`config.mk`:
```
export PLATFORM = sky130hd
export DESIGN_NAME = cpu_status_reg
export DESIGN_NICKNAME = d
export VERILOG_FILES = /design/src/rtl/status_pkg.sv /design/src/rtl/status_stack_ptr.sv /design/src/rtl/status_event_flags.sv /design/src/rtl/status_irq_gate.sv /design/src/rtl/cpu_status_reg.sv
export SDC_FILE = /design/constraint.sdc
export NUM_CORES = 1
export LEC_CHECK = 0
export ABC_AREA = 1
export ABC_CLOCK_PERIOD_IN_PS = 1700
export BUFFER_PORTS_ARGS = -buffer_cell sky130_fd_sc_hd__buf_2
export CORE_ASPECT_RATIO = 1.4
export CORE_MARGIN = 10
export CORE_UTILIZATION = 27
export DETAILED_ROUTE_END_ITERATION = 8
export PLACE_DENSITY_LB_ADDON = 0.1
export SLEW_MARGIN = 20
export SYNTH_ARGS = -nofsm -noshare
export SYNTH_HDL_FRONTEND = slang
export SYNTH_SLANG_ARGS = --single-unit
```
`constraint.sdc`:
```
create_clock -name clk -period 1.7 [get_ports clk]
set_input_delay 0.255 -clock clk [delete_from_list [all_inputs] [get_ports clk]]
set_output_delay 0.255 -clock clk [all_outputs]
set_load 0.005 [all_outputs]
```
`src/rtl/status_pkg.sv`:
```
package status_pkg;
  // Bit positions inside the status byte; the decode in software depends on them
  localparam int unsigned POS_STKAV = 5;
  localparam int unsigned POS_GDIS  = 4;
  localparam int unsigned POS_TOUT  = 3;
  localparam int unsigned POS_PDN   = 2;

  typedef struct packed {
    logic stkav;
    logic gdis;
    logic tout;
    logic pdn;
  } stat_fields_t;

  function automatic logic [7:0] pack_status(input stat_fields_t f);
    logic [7:0] b;
    b = '0;
    b[POS_STKAV] = f.stkav;
    b[POS_GDIS]  = f.gdis;
    b[POS_TOUT]  = f.tout;
    b[POS_PDN]   = f.pdn;
    return b;
  endfunction
endpackage

```
`src/rtl/status_stack_ptr.sv`:
```
module status_stack_ptr #(
  parameter int unsigned SP_W = 4
) (
  input  logic            clk,
  input  logic            rst,
  input  logic            push,
  input  logic            pop,
  output logic [SP_W-1:0] sp_q,
  output logic            stkav
);
  localparam logic [SP_W-1:0] SP_TOP = {SP_W{1'b1}};

  logic ovf_q;
  logic push_only, pop_only;

  assign push_only = push & ~pop;
  assign pop_only  = pop & ~push;

  always_ff @(posedge clk) begin
    if (rst) begin
      sp_q  <= '0;
      ovf_q <= 1'b0;
    end else begin
      if (push_only) begin
        sp_q <= sp_q + 1'b1;
        if (sp_q == SP_TOP) ovf_q <= 1'b1;
      end else if (pop_only) begin
        sp_q <= sp_q - 1'b1;
      end
    end
  end

  assign stkav = ~ovf_q & (sp_q != SP_TOP);
endmodule

```
`src/rtl/status_event_flags.sv`:
```
module status_event_flags #(
  parameter int unsigned ADDR_W   = 8,
  parameter logic [ADDR_W-1:0] REG_ADDR = 8'h06
) (
  input  logic              clk,
  input  logic              rst,
  input  logic              wr_en,
  input  logic [ADDR_W-1:0] wr_addr,
  input  logic [7:0]        wr_data,
  input  logic              clr_wdt,
  input  logic              wdt_timeout,
  input  logic              sleep_evt,
  output logic              gdis_q,
  output logic              gdis_d,
  output logic              tout_q,
  output logic              pdn_q
);
  import status_pkg::*;

  logic hit;
  assign hit = wr_en & (wr_addr == REG_ADDR);

  always_comb begin
    gdis_d = gdis_q;
    if (hit) gdis_d = wr_data[POS_GDIS];
  end

  always_ff @(posedge clk) begin
    if (rst) begin
      gdis_q <= 1'b1;
      tout_q <= 1'b1;
      pdn_q  <= 1'b1;
    end else begin
      gdis_q <= gdis_d;
      if (wdt_timeout)  tout_q <= 1'b0;
      else if (clr_wdt) tout_q <= 1'b1;
      if (sleep_evt)    pdn_q  <= 1'b0;
      else if (clr_wdt) pdn_q  <= 1'b1;
    end
  end
endmodule

```
`src/rtl/status_irq_gate.sv`:
```
module status_irq_gate #(
  parameter int unsigned NUM_IRQ = 8
) (
  input  logic               clk,
  input  logic               rst,
  input  logic               gdis_next,
  input  logic [NUM_IRQ-1:0] irq_req,
  input  logic [NUM_IRQ-1:0] irq_en,
  output logic               irq_o
);
  logic [NUM_IRQ-1:0] live;

  for (genvar i = 0; i < NUM_IRQ; i++) begin : g_src
    assign live[i] = irq_req[i] & irq_en[i];
  end

  always_ff @(posedge clk) begin
    if (rst) irq_o <= 1'b0;
    else     irq_o <= ~gdis_next & (|live);
  end
endmodule

```
`src/rtl/cpu_status_reg.sv`:
```
module cpu_status_reg #(
  parameter int unsigned ADDR_W   = 8,
  parameter logic [ADDR_W-1:0] REG_ADDR = 8'h06,
  parameter int unsigned SP_W     = 4,
  parameter int unsigned NUM_IRQ  = 8
) (
  input  logic               clk,
  input  logic               rst,
  input  logic               wr_en,
  input  logic [ADDR_W-1:0]  wr_addr,
  input  logic [7:0]         wr_data,
  input  logic               push,
  input  logic               pop,
  input  logic               clr_wdt,
  input  logic               wdt_timeout,
  input  logic               sleep_evt,
  input  logic [NUM_IRQ-1:0] irq_req,
  input  logic [NUM_IRQ-1:0] irq_en,
  output logic [7:0]         rd_data,
  output logic [SP_W-1:0]    sp_o,
  output logic               irq_o
);
  import status_pkg::*;

  logic gdis_q, gdis_d, tout_q, pdn_q, stkav;
  stat_fields_t f;

  status_stack_ptr #(.SP_W(SP_W)) u_sp (
    .clk(clk), .rst(rst), .push(push), .pop(pop),
    .sp_q(sp_o), .stkav(stkav)
  );

  status_event_flags #(.ADDR_W(ADDR_W), .REG_ADDR(REG_ADDR)) u_flags (
    .clk(clk), .rst(rst), .wr_en(wr_en), .wr_addr(wr_addr), .wr_data(wr_data),
    .clr_wdt(clr_wdt), .wdt_timeout(wdt_timeout), .sleep_evt(sleep_evt),
    .gdis_q(gdis_q), .gdis_d(gdis_d), .tout_q(tout_q), .pdn_q(pdn_q)
  );

  status_irq_gate #(.NUM_IRQ(NUM_IRQ)) u_gate (
    .clk(clk), .rst(rst), .gdis_next(gdis_d),
    .irq_req(irq_req), .irq_en(irq_en), .irq_o(irq_o)
  );

  assign f.stkav = stkav;
  assign f.gdis  = gdis_q;
  assign f.tout  = tout_q;
  assign f.pdn   = pdn_q;
  assign rd_data = pack_status(f);
endmodule

```
== Yosys cells after proc, flatten, opt, wreduce, memory -nomap -nowiden ==
Cells that the tools add are included.
Operators by class
  add/sub/neg operators: 2
  equal/unequal tests: 3
  mux-type cells: 6
  bitwise operators: 17
  reductions and logical operators: 5
Operators with widths (count)
  1-bit AND: 13
  8-bit by 3-bit equality test with 1-bit output, second input constant: 1
  4-bit two-way mux: 2
  8-bit OR reduction: 1
  2-bit nonzero test: 3
  4-bit by 1-bit adder with 4-bit output, second input constant: 1
  4-bit equality test, second input constant: 1
  1-bit two-way mux: 4
  4-bit != test, second input constant: 1
  1-bit inverter: 4
  4-bit by 1-bit subtractor with 4-bit output, second input constant: 1
  2-bit AND reduction: 1
Word-level totals
  flip-flop bits (word level): 9

== Logic depth before layout (Yosys ltp) ==
Gate-level depths: netlist of run 1.
  word-level depth: 5
  gate-level depth with buffers: 11

== Modules after synthesis ==
Synthesis of run 1 repeated with hierarchy kept, for this count alone.
Unflattened totals
  cell total of the unflattened synthesis: 95
  area, all modules: 629.4 µm²
Modules (own cells, without submodules)
  status_stack_ptr: instances 1, cells an instance 45, area an instance 330.3 µm², seq. area each 100.1 µm²
  status_event_flags: instances 1, cells an instance 24, area an instance 151.4 µm², seq. area each 60.1 µm²
  status_irq_gate: instances 1, cells an instance 17, area an instance 83.8 µm², seq. area each 20.0 µm²
  cpu_status_reg: instances 1, cells an instance 9, area an instance 63.8 µm², seq. area each 0.0 µm²

== Least setup slack after synthesis of run 1 ==
OpenSTA, ideal clock, no wires.
  path type: input port to flip-flop
  start: input pop
  end: register u_sp.sp_q[3]
  arrival time: 1270 ps
  setup slack: 321 ps
  stages on the path: 9
  cell sequence: inv_1 ha_1 inv_1 ha_1 or2_1 nand3_1 nand3_1 nand2_1 inv_1
Between the ends
  longest elaborated chain between the ends: 3
  elaborated cells between the ends (all ways): 5
  classes of those cells: 1 x mux; 3 x bitwise; 1 x reduce/logical
RTL lines
  from (decl): line cpu_status_reg.sv:13  | input logic pop,
  1-bit inverter: line status_stack_ptr.sv:16  | assign push_only = push & ~pop;
  1-bit AND: line status_stack_ptr.sv:16
  4-bit two-way mux or 2-bit nonzero test (tied branches)
  to (signal assigned): line status_stack_ptr.sv:25  | sp_q <= sp_q + 1'b1;
  to (signal assigned): line status_stack_ptr.sv:28  | sp_q <= sp_q - 1'b1;
  to (decl): line status_stack_ptr.sv:8  | output logic [SP_W-1:0] sp_q,
Several ways; a longest one is shown, not always the timed one.
A chain may end at the register's enable or synchronous reset.

== Worst setup path in the final report of run 1 ==
  start: register u_sp.sp_q[1]
  end: output rd_data[5]
Between the ends
  longest elaborated chain between the ends: 2
RTL lines
  4-bit != test: line status_stack_ptr.sv:33  | assign stkav = ~ovf_q & (sp_q != SP_TOP);
  1-bit AND: line status_stack_ptr.sv:33
  to (decl): line cpu_status_reg.sv:19  | output logic [7:0] rd_data,
Every way passes these cells.

==> flow_metrics.tcl, run 1 <==
set metrics [dict create \
    syn-instance-count 83 \
    grt_max_degree 6 \
    fin_area_um2 796 \
    start_util 0.290 \
    antenna_left 0 \
    grt_pass1_vias 667 \
    holdWs_ps 182 \
    setup_viol 0 \
    cts_resized 0 \
    yosysUniqueCellTypes 20 \
    min_period_ps 1320 \
    place_area_um2 769 \
    ys_warn_count 0 \
    crit_path_top_delay_cell "dfxtp_1" \
    ios 53 \
    drt_iter0_drc 2 \
    htreeDepth 1 \
    track_usage 0.0707 \
    core_region_area_um2 2020 \
    max_stage_delay_ps 360 \
    hp-class "primary input to flip-flop" \
    maxCapViolations 0 \
    via_per_inst 4.23 \
    status "completed" \
    cts_sinks 9 \
    final_cell_mix "41 x buf_2, 15 x nand2_1, 14 x nor2_1" \
    ys_seq_area_frac 0.307 \
    die_area_um2 4460 \
    vias 609 \
    dp_hpwl_um 1460 \
    num_rows 19 \
    worstSetupEndpointType "output pin" \
    worstSetupPathType "flip-flop to output pin" \
    maxSlewViolCount 0 \
    max_freq_ghz 0.757 \
    cts_buffers 3 \
    avgSynthCellArea_um2 7.07 \
    clk_pin_slew_ps 60 \
    area_growth_pct 35.6 \
    synth_edf_count 0 \
    fp.dieH_um 75.2 \
    antenna_cells 0 \
    cp.arrival_ps 1070 \
    gp_congestion 0.751 \
    io_buffer_count 41 \
    p_leak_nw 0.461 \
    comb_power_share 0.291 \
    clock_path_buffers 2 \
    multi_input_area_um2 317 \
    async_flop_share 0 \
    hold_violations 0 \
    antenna_found_initial 0 \
    fp.dieW_um 59.4 \
    layout_commonest_cell "buf_2" \
    crit_family "flip-flops" \
    grt_first_pass_wirelength_um 2570 \
    regArea_um2 180 \
    switching_share 0.304 \
    finalCritPeriodShare 0.777 \
    fin_worst_skew_ps 2.99 \
    wl_per_cell_um 11.0 \
    cts-root-buf "clkbuf_4" \
    rsz0062_at_grt "no" \
    p_int_mw 0.409 \
    ys.flop_type "dfxtp_1" \
    critPathBufInv 1 \
    postRouteWirelength_um 1590 \
    postCtsSetupBuffers 0 \
    overflow 0 \
    final_util 0.394 \
    start_kind "flip-flop" \
    setup_tns_ps 0 \
    netlist_area_um2 587 \
    p_clk_frac 0.277 \
    insertion_delay_ps 250 \
    synth_seq_cells 9 \
    cts_tree "done" \
    powerDensity_nw_per_um2 738 \
    ctsHoldBuffers 0 \
    switchingPower_mw 0.179 \
    nets 168 \
    drive_gt1_frac 0.398 \
    pwr-share-seq 0.432 \
    path_cells "a41oi_1 -> buf_2" \
    route.detailed.drc 0 \
    worstPathMaxFanout 5 \
    vdd_ir_drop_max_mv 0.324 \
    fill_cells 218 \
    required_ps 1440 \
    firstDrtPassIters 4 \
]
==> area by class of cell <==
cell class	count	share of cell area
Timing Repair Buffer	41	0.258
Multi-Input combinational cell	58	0.398
Sequential cell	9	0.226
Inverter	11	0.0519
Clock buffer	4	0.0330
Tap cell	21	0.0330
==> cells in the mapped netlist, types with 2 or more instances <==
| library cell | instances | share of area |
|---|---|---|
| dfxtp_1 | 9 | 0.31 |
| nor2_1 | 14 | 0.090 |
| nand3_1 | 3 | 0.026 |
| xor2_1 | 3 | 0.045 |
| buf_4 | 8 | 0.10 |
| nand2_1 | 15 | 0.096 |
| nand4_1 | 3 | 0.032 |
| o21ai_0 | 4 | 0.034 |
| nor2_2 | 2 | 0.021 |
| inv_1 | 10 | 0.064 |
| ha_1 | 3 | 0.064 |
==> metrics by stage <==
| step | worst slack, ps | instances | power [mW] |
|---|---|---|---|
| final | 379 | 144 | 0.588 |
| after global routing | 273 | 144 | 0.636 |
| after CTS | 342 | 144 | 0.603 |
| after detailed placement | 99.3 | 140 | 0.433 |
| after global placement | 97.9 | 140 | 0.430 |
| after floorplan | 321 | 86 | 0.367 |
==> kinds of logic (layout without fill, tap and decap cells) <==
| family | Yosys count | in the layout | synth area share |
|---|---|---|---|
| compound gates | 6 | 6 | 0.0576 |
| xor+xnor | 3 | 3 | 0.0448 |
| flops | 9 | 9 | 0.307 |
| fa+ha+maj | 4 | 4 | 0.0981 |
| other cells | 1 | 4 | 0.00639 |
| buf+inv | 19 | 56 | 0.173 |
| simple gates | 41 | 41 | 0.313 |
==> layer usage <==
metal,GRT usage,part of all wire,vias to the layer above
met4,0.0384,0,0
met5,0,0,-
li1,-,-,327
met1,0.0731,0.40,258
met2,0.121,0.52,24
met3,0.0253,0.077,0
==> power by group through the flow <==
stage	Sequential [mW]	Combinational, mW	Clock (mW)
4_1_cts	0.255	0.175	0.174
3_3_place_gp	0.259	0.171	0
3_5_place_dp	0.260	0.173	0
5_1_grt	0.258	0.198	0.180
2_1_floorplan	0.256	0.111	0
6_report	0.254	0.171	0.163
==> state kept, by name, summed over array words and instances, names as in the netlist <==
name and flops:
u_flags.gdis_q 1, u_flags.pdn_q 1, u_flags.tout_q 1, u_gate.irq_o 1, u_sp.ovf_q 1, u_sp.sp_q 4
==> final timing paths <==
check | startpoint | end | slack [ps] | cells past startpoint
hold reg to reg | u_flags.gdis_q | u_flags.gdis_q | 490 | 2
hold / removal | wdt_timeout | u_flags.tout_q | 180 | 2
setup / recovery | u_sp.sp_q[1] | rd_data[5] | 380 | 2
setup reg to reg | u_sp.sp_q[2] | u_sp.sp_q[3] | 460 | 6
==> worst reg2reg max path: stages (launching register included) <==
cell,delay (ps)
dfxtp_1,340
ha_1,320
or2_1,230
nand3_1,90
nand3_1,70
nand2_1,60
inv_1,30
Note: power is estimated with default switching activity, not from simulation.
==> inputs of run 2 (changes only) <==
--- a/config.mk
+++ b/config.mk
@@ -5,8 +5,8 @@
 export SDC_FILE = /design/constraint.sdc
 export NUM_CORES = 1
 export LEC_CHECK = 0
-export ABC_AREA = 1
-export ABC_CLOCK_PERIOD_IN_PS = 1700
+export ABC_AREA = 0
+export ABC_CLOCK_PERIOD_IN_PS = 1200
 export BUFFER_PORTS_ARGS = -buffer_cell sky130_fd_sc_hd__buf_2
 export CORE_ASPECT_RATIO = 1.4
 export CORE_MARGIN = 10
==> constraint.sdc (replaced) <==
create_clock -name clk -period 1.2 [get_ports clk]
set_input_delay 0.18 -clock clk [delete_from_list [all_inputs] [get_ports clk]]
set_output_delay 0.18 -clock clk [all_outputs]
set_load 0.005 [all_outputs]
==> run 2 against run 1 <==
Net effect: the flow now finishes with violations (setup timing); clock-buffer cell count did not move; clock skew grew 0.80 ps; final cell count decreased by 13%; setup slack worse by 580 ps; routed wire length is 9.2% higher; global-route usage rose by 1.4 points; utilization increased by 5.8 points.
==> flow_metrics.tcl, run 2 <==
set metrics [dict create \
    cts_tree "done" \
    antenna_cells 0 \
    setup_viol 3 \
    place_inst 122 \
    clk_pin_slew_ps 60 \
    hp-class "primary input to flip-flop" \
    cp.arrival_ps 1540 \
    start_util 0.285 \
    layout_commonest_cell "buf_2" \
    required_ps 1340 \
    maxSlewViolCount 0 \
    yosysUniqueCellTypes 27 \
    synth_area_leaders "dfxtp_1 32%, buf_4 11%, nor2_1 7.3%, ha_1 6.7%, buf_12 3.6%" \
    async_flop_share 0 \
    p_leak_nw 0.428 \
    pwr-share-seq 0.382 \
    crit_path_top_delay_cell "dfxtp_2" \
    finalCritPeriodShare 1.17 \
    maxCapViolations 0 \
    crit_family "compound AO/OA/AOI/OAI gates" \
    r2r_cells 5 \
    grt_first_pass_wirelength_um 2860 \
    fin_worst_skew_ps 3.79 \
    cts_buffers 3 \
    fin_cells 126 \
    synth_largest_type_area_fraction 0.321 \
    violations "setup timing" \
    overflow 0 \
    area_growth_pct 58.6 \
    die_area_um2 4330 \
    switching_share 0.296 \
    synth_largest_area_cell "dfxtp_1" \
    synth_edf_count 0 \
    fp.dieW_um 58.6 \
    htreeDepth 1 \
    insertion_delay_ps 250 \
    worstSetupPathType "flip-flop to flip-flop" \
    grt_pass1_vias 651 \
    antenna_found_initial 0 \
    switchingPower_mw 0.290 \
    worstPathMaxFanout 3 \
    vdd_ir_drop_max_mv 0.613 \
    ys_seq_area_frac 0.321 \
    status "complete, but fails checks" \
    via_per_inst 4.64 \
    gp_congestion 0.827 \
    drive_gt1_frac 0.619 \
    netlist_area_um2 562 \
    comb_power_share 0.389 \
    io_buffer_count 41 \
    start_kind "flip-flop" \
    syn-instance-count 60 \
    fp.dieH_um 74.0 \
    synth_seq_cells 9 \
    ys_warn_count 0 \
    fin_ws_ps -199 \
    rsz0062_at_grt "yes" \
    vias 585 \
    p_clk_frac 0.229 \
    core_region_area_um2 1970 \
    num_rows 19 \
    avgSynthCellArea_um2 9.36 \
    route.detailed.drc 0 \
    ios 53 \
    antenna_left 0 \
    grt_max_degree 11 \
    p_int_mw 0.690 \
    ys.flop_type "dfxtp_1" \
    wl_per_cell_um 13.8 \
    dp_hpwl_um 1570 \
    clock_path_buffers 2 \
    postRouteWirelength_um 1730 \
    firstDrtPassIters 3 \
    drt_iter0_drc 4 \
    place_area_um2 823 \
    synth_commonest_cells "11 x nor2_1, 9 x dfxtp_1, 8 x buf_4" \
    yosysMostFrequentCell "nor2_1" \
    powerDensity_nw_per_um2 1100 \
    regMostFlops "u_sp.sp_q" \
    holdPathStages 2 \
    largest_reg_flops 4 \
    nets 150 \
    cts-root-buf "clkbuf_4" \
    final_cell_mix "40 x buf_2, 11 x nor2_1, 7 x buf_4" \
    path_depth 5 \
    hold_violations 0 \
    max_stage_delay_ps 340 \
    max_freq_ghz 0.715 \
    fill_cells 228 \
    critPathBufInv 0 \
    path_cells "ha_4 -> a21oi_4 -> a211oi_2 -> a31oi_1 -> mux2_1" \
    cts_sinks 9 \
    track_usage 0.0849 \
    fin_area_um2 891 \
    min_period_ps 1400 \
    worstSetupEndpointType "flip-flop" \
]
run 2: cell types whose count changed in the layout (fill, tap and decap cells not counted), moves of 3 or more:
cell,delta
nor2_1,-3
nand3_1,-3
inv_1,-10
nand2_1,-15
ha_1,-3
buf_4,+7
ha_4,+3
dfxtp_1,-3
nand4_1,-3
o21ai_0,-4
run 2: final timing paths:
check	startpoint	endpoint	slack (ps)
worst max register to register	u_sp.sp_q[2]	u_sp.sp_q[3]	-200
worst max-delay path	u_sp.sp_q[2]	u_sp.sp_q[3]	-200
worst min-delay path	sleep_evt	u_flags.pdn_q	100
worst min register to register	u_flags.pdn_q	u_flags.pdn_q	490
run 2: per-stage QoR:
step                setup TNS [ps]  setup slack [ps]  hold WS (ps)  power (mW)   util
floorplan                     -265              -255           282       0.580      -
global placement             -1020              -449           367       0.714  0.417
detailed placement           -1050              -480           371       0.725  0.417
CTS                           -394              -212          91.2        1.01  0.451
global route                  -623              -274          89.7        1.08  0.451
finish                        -339              -199           101       0.980  0.451
run 2: cell type report:
cell class / count / area, um^2 / area share
Clock buffer: 4 / 26.3 / 0.0295
Inverter: 2 / 22.5 / 0.0253
Multi-Input combinational cell: 42 / 365 / 0.410
Sequential cell: 9 / 186 / 0.209
Tap cell: 21 / 26.3 / 0.0295
Timing Repair Buffer: 48 / 264 / 0.296
run 2: power groups by stage:
stage / Clock (mW) / Sequential, mW / Combinational (mW)
after global routing: 0.270 / 0.381 / 0.426
after global placement: 0 / 0.370 / 0.344
final: 0.224 / 0.374 / 0.382
after floorplan: 0 / 0.376 / 0.204
after CTS: 0.242 / 0.376 / 0.392
after detailed placement: 0 / 0.371 / 0.353
run 2: logic make-up after synthesis:
family	synth area share
AOI/OAI and AO/OA	0.163
and+or+nand+nor	0.158
adders and majority gates	0.102
DFF	0.321
muxes	0.0557
buffers and inverters	0.163
other	0.00668
xor gates and xnor gates	0.0312
run 2: worst register-to-register path, cell delays in order (launching register included):
cell,delay [ps]
dfxtp_2,340
ha_4,260
a21oi_4,130
a211oi_2,80
a31oi_1,150
mux2_1,330
run 2: metal layers:
| metal | wire length (um) | GRT usage | up-vias |
|---|---|---|---|
| li1 | - | - | 290 |
| met1 | 569 | 0.0714 | 271 |
| met2 | 970 | 0.155 | 24 |
| met3 | 193 | 0.0392 | 0 |
| met4 | 0 | 0.0550 | 0 |
| met5 | 0 | 0 | - |
run 2: what timing repair did:
action / in CTS / in global routing
cloned: 0 / 0
hold buffers: 0 / 0
endpoints found under the setup margin: 4 / 4
gates resized for setup: 9 / 0
pin swaps: 6 / 2
setup buffers: 0 / 0
==> inputs of run 3 (changes only) <==
--- a/config.mk
+++ b/config.mk
@@ -13,6 +13,7 @@
 export CORE_UTILIZATION = 27
 export DETAILED_ROUTE_END_ITERATION = 8
 export PLACE_DENSITY_LB_ADDON = 0.1
+export REMOVE_ABC_BUFFERS = 1
 export SLEW_MARGIN = 20
 export SYNTH_ARGS = -nofsm -noshare
 export SYNTH_HDL_FRONTEND = slang
==> run 3 against run 2 <==
Net effect: the flow still finishes with violations (setup timing); critical path depth is the same; routed wire length decreased by 0.29%; via count grew 1.4%; hold slack better by 5.3 ps; largest power group unchanged; final cell count is 3.2% higher; highest routed layer is now met4; non-clock buffer count grew 4; die area is the same; utilization shrank 0.44 points; flip-flop and latch count unchanged; total power increased by 2.3%; critical path type unchanged.
==> flow_metrics.tcl, run 3 (synthesis results as in run 2) <==
set metrics [dict create \
    vdd_ir_drop_max_mv 0.624 \
    clk_pin_slew_ps 70 \
    gp_congestion 0.693 \
    io_buffer_count 41 \
    multi_input_area_um2 340 \
    worstPathMaxFanout 3 \
    drive_gt1_frac 0.606 \
    cts_tree "done" \
    antenna_found_initial 0 \
    min_period_ps 1410 \
    setup_viol 4 \
    drt_iter0_drc 4 \
    regMostFlops "u_sp.sp_q" \
    grt_pass1_vias 686 \
    violations "setup timing" \
    path_cells "ha_4 -> a21oi_4 -> a211oi_2 -> a31oi_1 -> mux2_1" \
    start_util 0.285 \
    crit_family "compound AO/OA/AOI/OAI gates" \
    htreeDepth 1 \
    cts_sinks 9 \
    grt_first_pass_wirelength_um 2950 \
    maxSlewViolCount 0 \
    clock_path_buffers 2 \
    place_area_um2 773 \
    core_region_area_um2 1970 \
    area_growth_pct 57.0 \
    vias 593 \
    layout_commonest_cell "buf_2" \
    postRouteWirelength_um 1730 \
    crit_path_top_delay_cell "dfxtp_2" \
    cts-root-buf "clkbuf_4" \
    num_rows 19 \
    hold_violations 0 \
    wl_per_cell_um 13.3 \
    hp-start "wdt_timeout" \
    hold_path_end "u_flags.tout_q" \
    r2r_cells 5 \
    track_usage 0.0868 \
    fp.dieW_um 58.6 \
    fin_ws_ps -213 \
    regArea_um2 186 \
    cp.arrival_ps 1560 \
    r2r-start "u_sp.sp_q[2]" \
    place_inst 122 \
    finalPower_mw 1.00 \
    antenna_left 0 \
    max_stage_delay_ps 340 \
    critPathBufInv 0 \
    reg2reg_to "u_sp.sp_q[3]" \
    via_per_inst 4.56 \
    holdWs_ps 106 \
    start_kind "flip-flop" \
    overflow 0 \
    largest_reg_flops 4 \
    max_freq_ghz 0.708 \
    status "complete, but fails checks" \
    grt_max_degree 11 \
    firstDrtPassIters 2 \
    fin_cells 130 \
    nets 154 \
    fin_worst_skew_ps 2.33 \
    worstSetupEndpointType "flip-flop" \
    antenna_cells 0 \
    die_area_um2 4330 \
    reg2reg_slack_ps -210 \
    rsz0062_at_grt "yes" \
    finalCritPeriodShare 1.18 \
    hp-class "primary input to flip-flop" \
    route.detailed.drc 0 \
    final_cell_mix "41 x buf_2, 11 x nor2_1, 9 x buf_4" \
    maxCapViolations 0 \
    cts_buffers 3 \
    powerDensity_nw_per_um2 1140 \
    fill_cells 208 \
    worstSetupPathType "flip-flop to flip-flop" \
    required_ps 1350 \
    insertion_delay_ps 260 \
    ios 53 \
    path_depth 5 \
    p_leak_nw 0.445 \
    dp_hpwl_um 1420 \
    fp.dieH_um 74.0 \
    final_util 0.447 \
    fin_area_um2 882 \
    holdPathStages 2 \
]
run 3: metal layers:
metal,vias up,GRT usage,part of all wire
li1,297,-,-
met1,269,0.0766,0.35
met2,25,0.155,0.54
met3,2,0.0341,0.090
met4,0,0.0628,0.020
met5,-,0,0
run 3: through the flow:
stage	TNS, ps	setup WS [ps]
4_1_cts	-323	-200
3_3_place_gp	-1070	-536
5_1_grt	-582	-252
3_5_place_dp	-1170	-580
2_1_floorplan	-542	-456
6_report	-339	-213
run 3: worst max path at each step:
stage,from,to,slack [ps]
after floorplan,pop,u_sp.sp_q[3],-460
after detailed placement,pop,u_sp.sp_q[3],-580
after global routing,u_sp.sp_q[2],u_sp.sp_q[3],-250
after global placement,pop,u_sp.sp_q[3],-540
after CTS,u_sp.sp_q[2],u_sp.sp_q[3],-200
final,u_sp.sp_q[2],u_sp.sp_q[3],-210
run 3: cell type report:
cell class / instances / area share
inverters: 2 / 0.00851
clock buffers: 4 / 0.0298
repair buffers: 52 / 0.335
multi-input cells: 42 / 0.386
flip-flops and latches: 9 / 0.211
well taps: 21 / 0.0298
run 3: what timing repair did:
item                                    CTS  global route
buffers inserted                          4             0
pin swaps                                 5             0
hold buffers                              0             0
resized for setup                        13             0
hold endpoints to repair                  0             0
endpoints found under the setup margin    4             4
run 3: where the power goes:
part	total (mW)	leakage, nW	switching [mW]	internal, mW
combinational	0.400	0.355	0.167	0.233
clock	0.237	0.0150	0.109	0.128
sequential	0.366	0.0754	0.0299	0.336
total	1.00	0.445	0.306	0.697
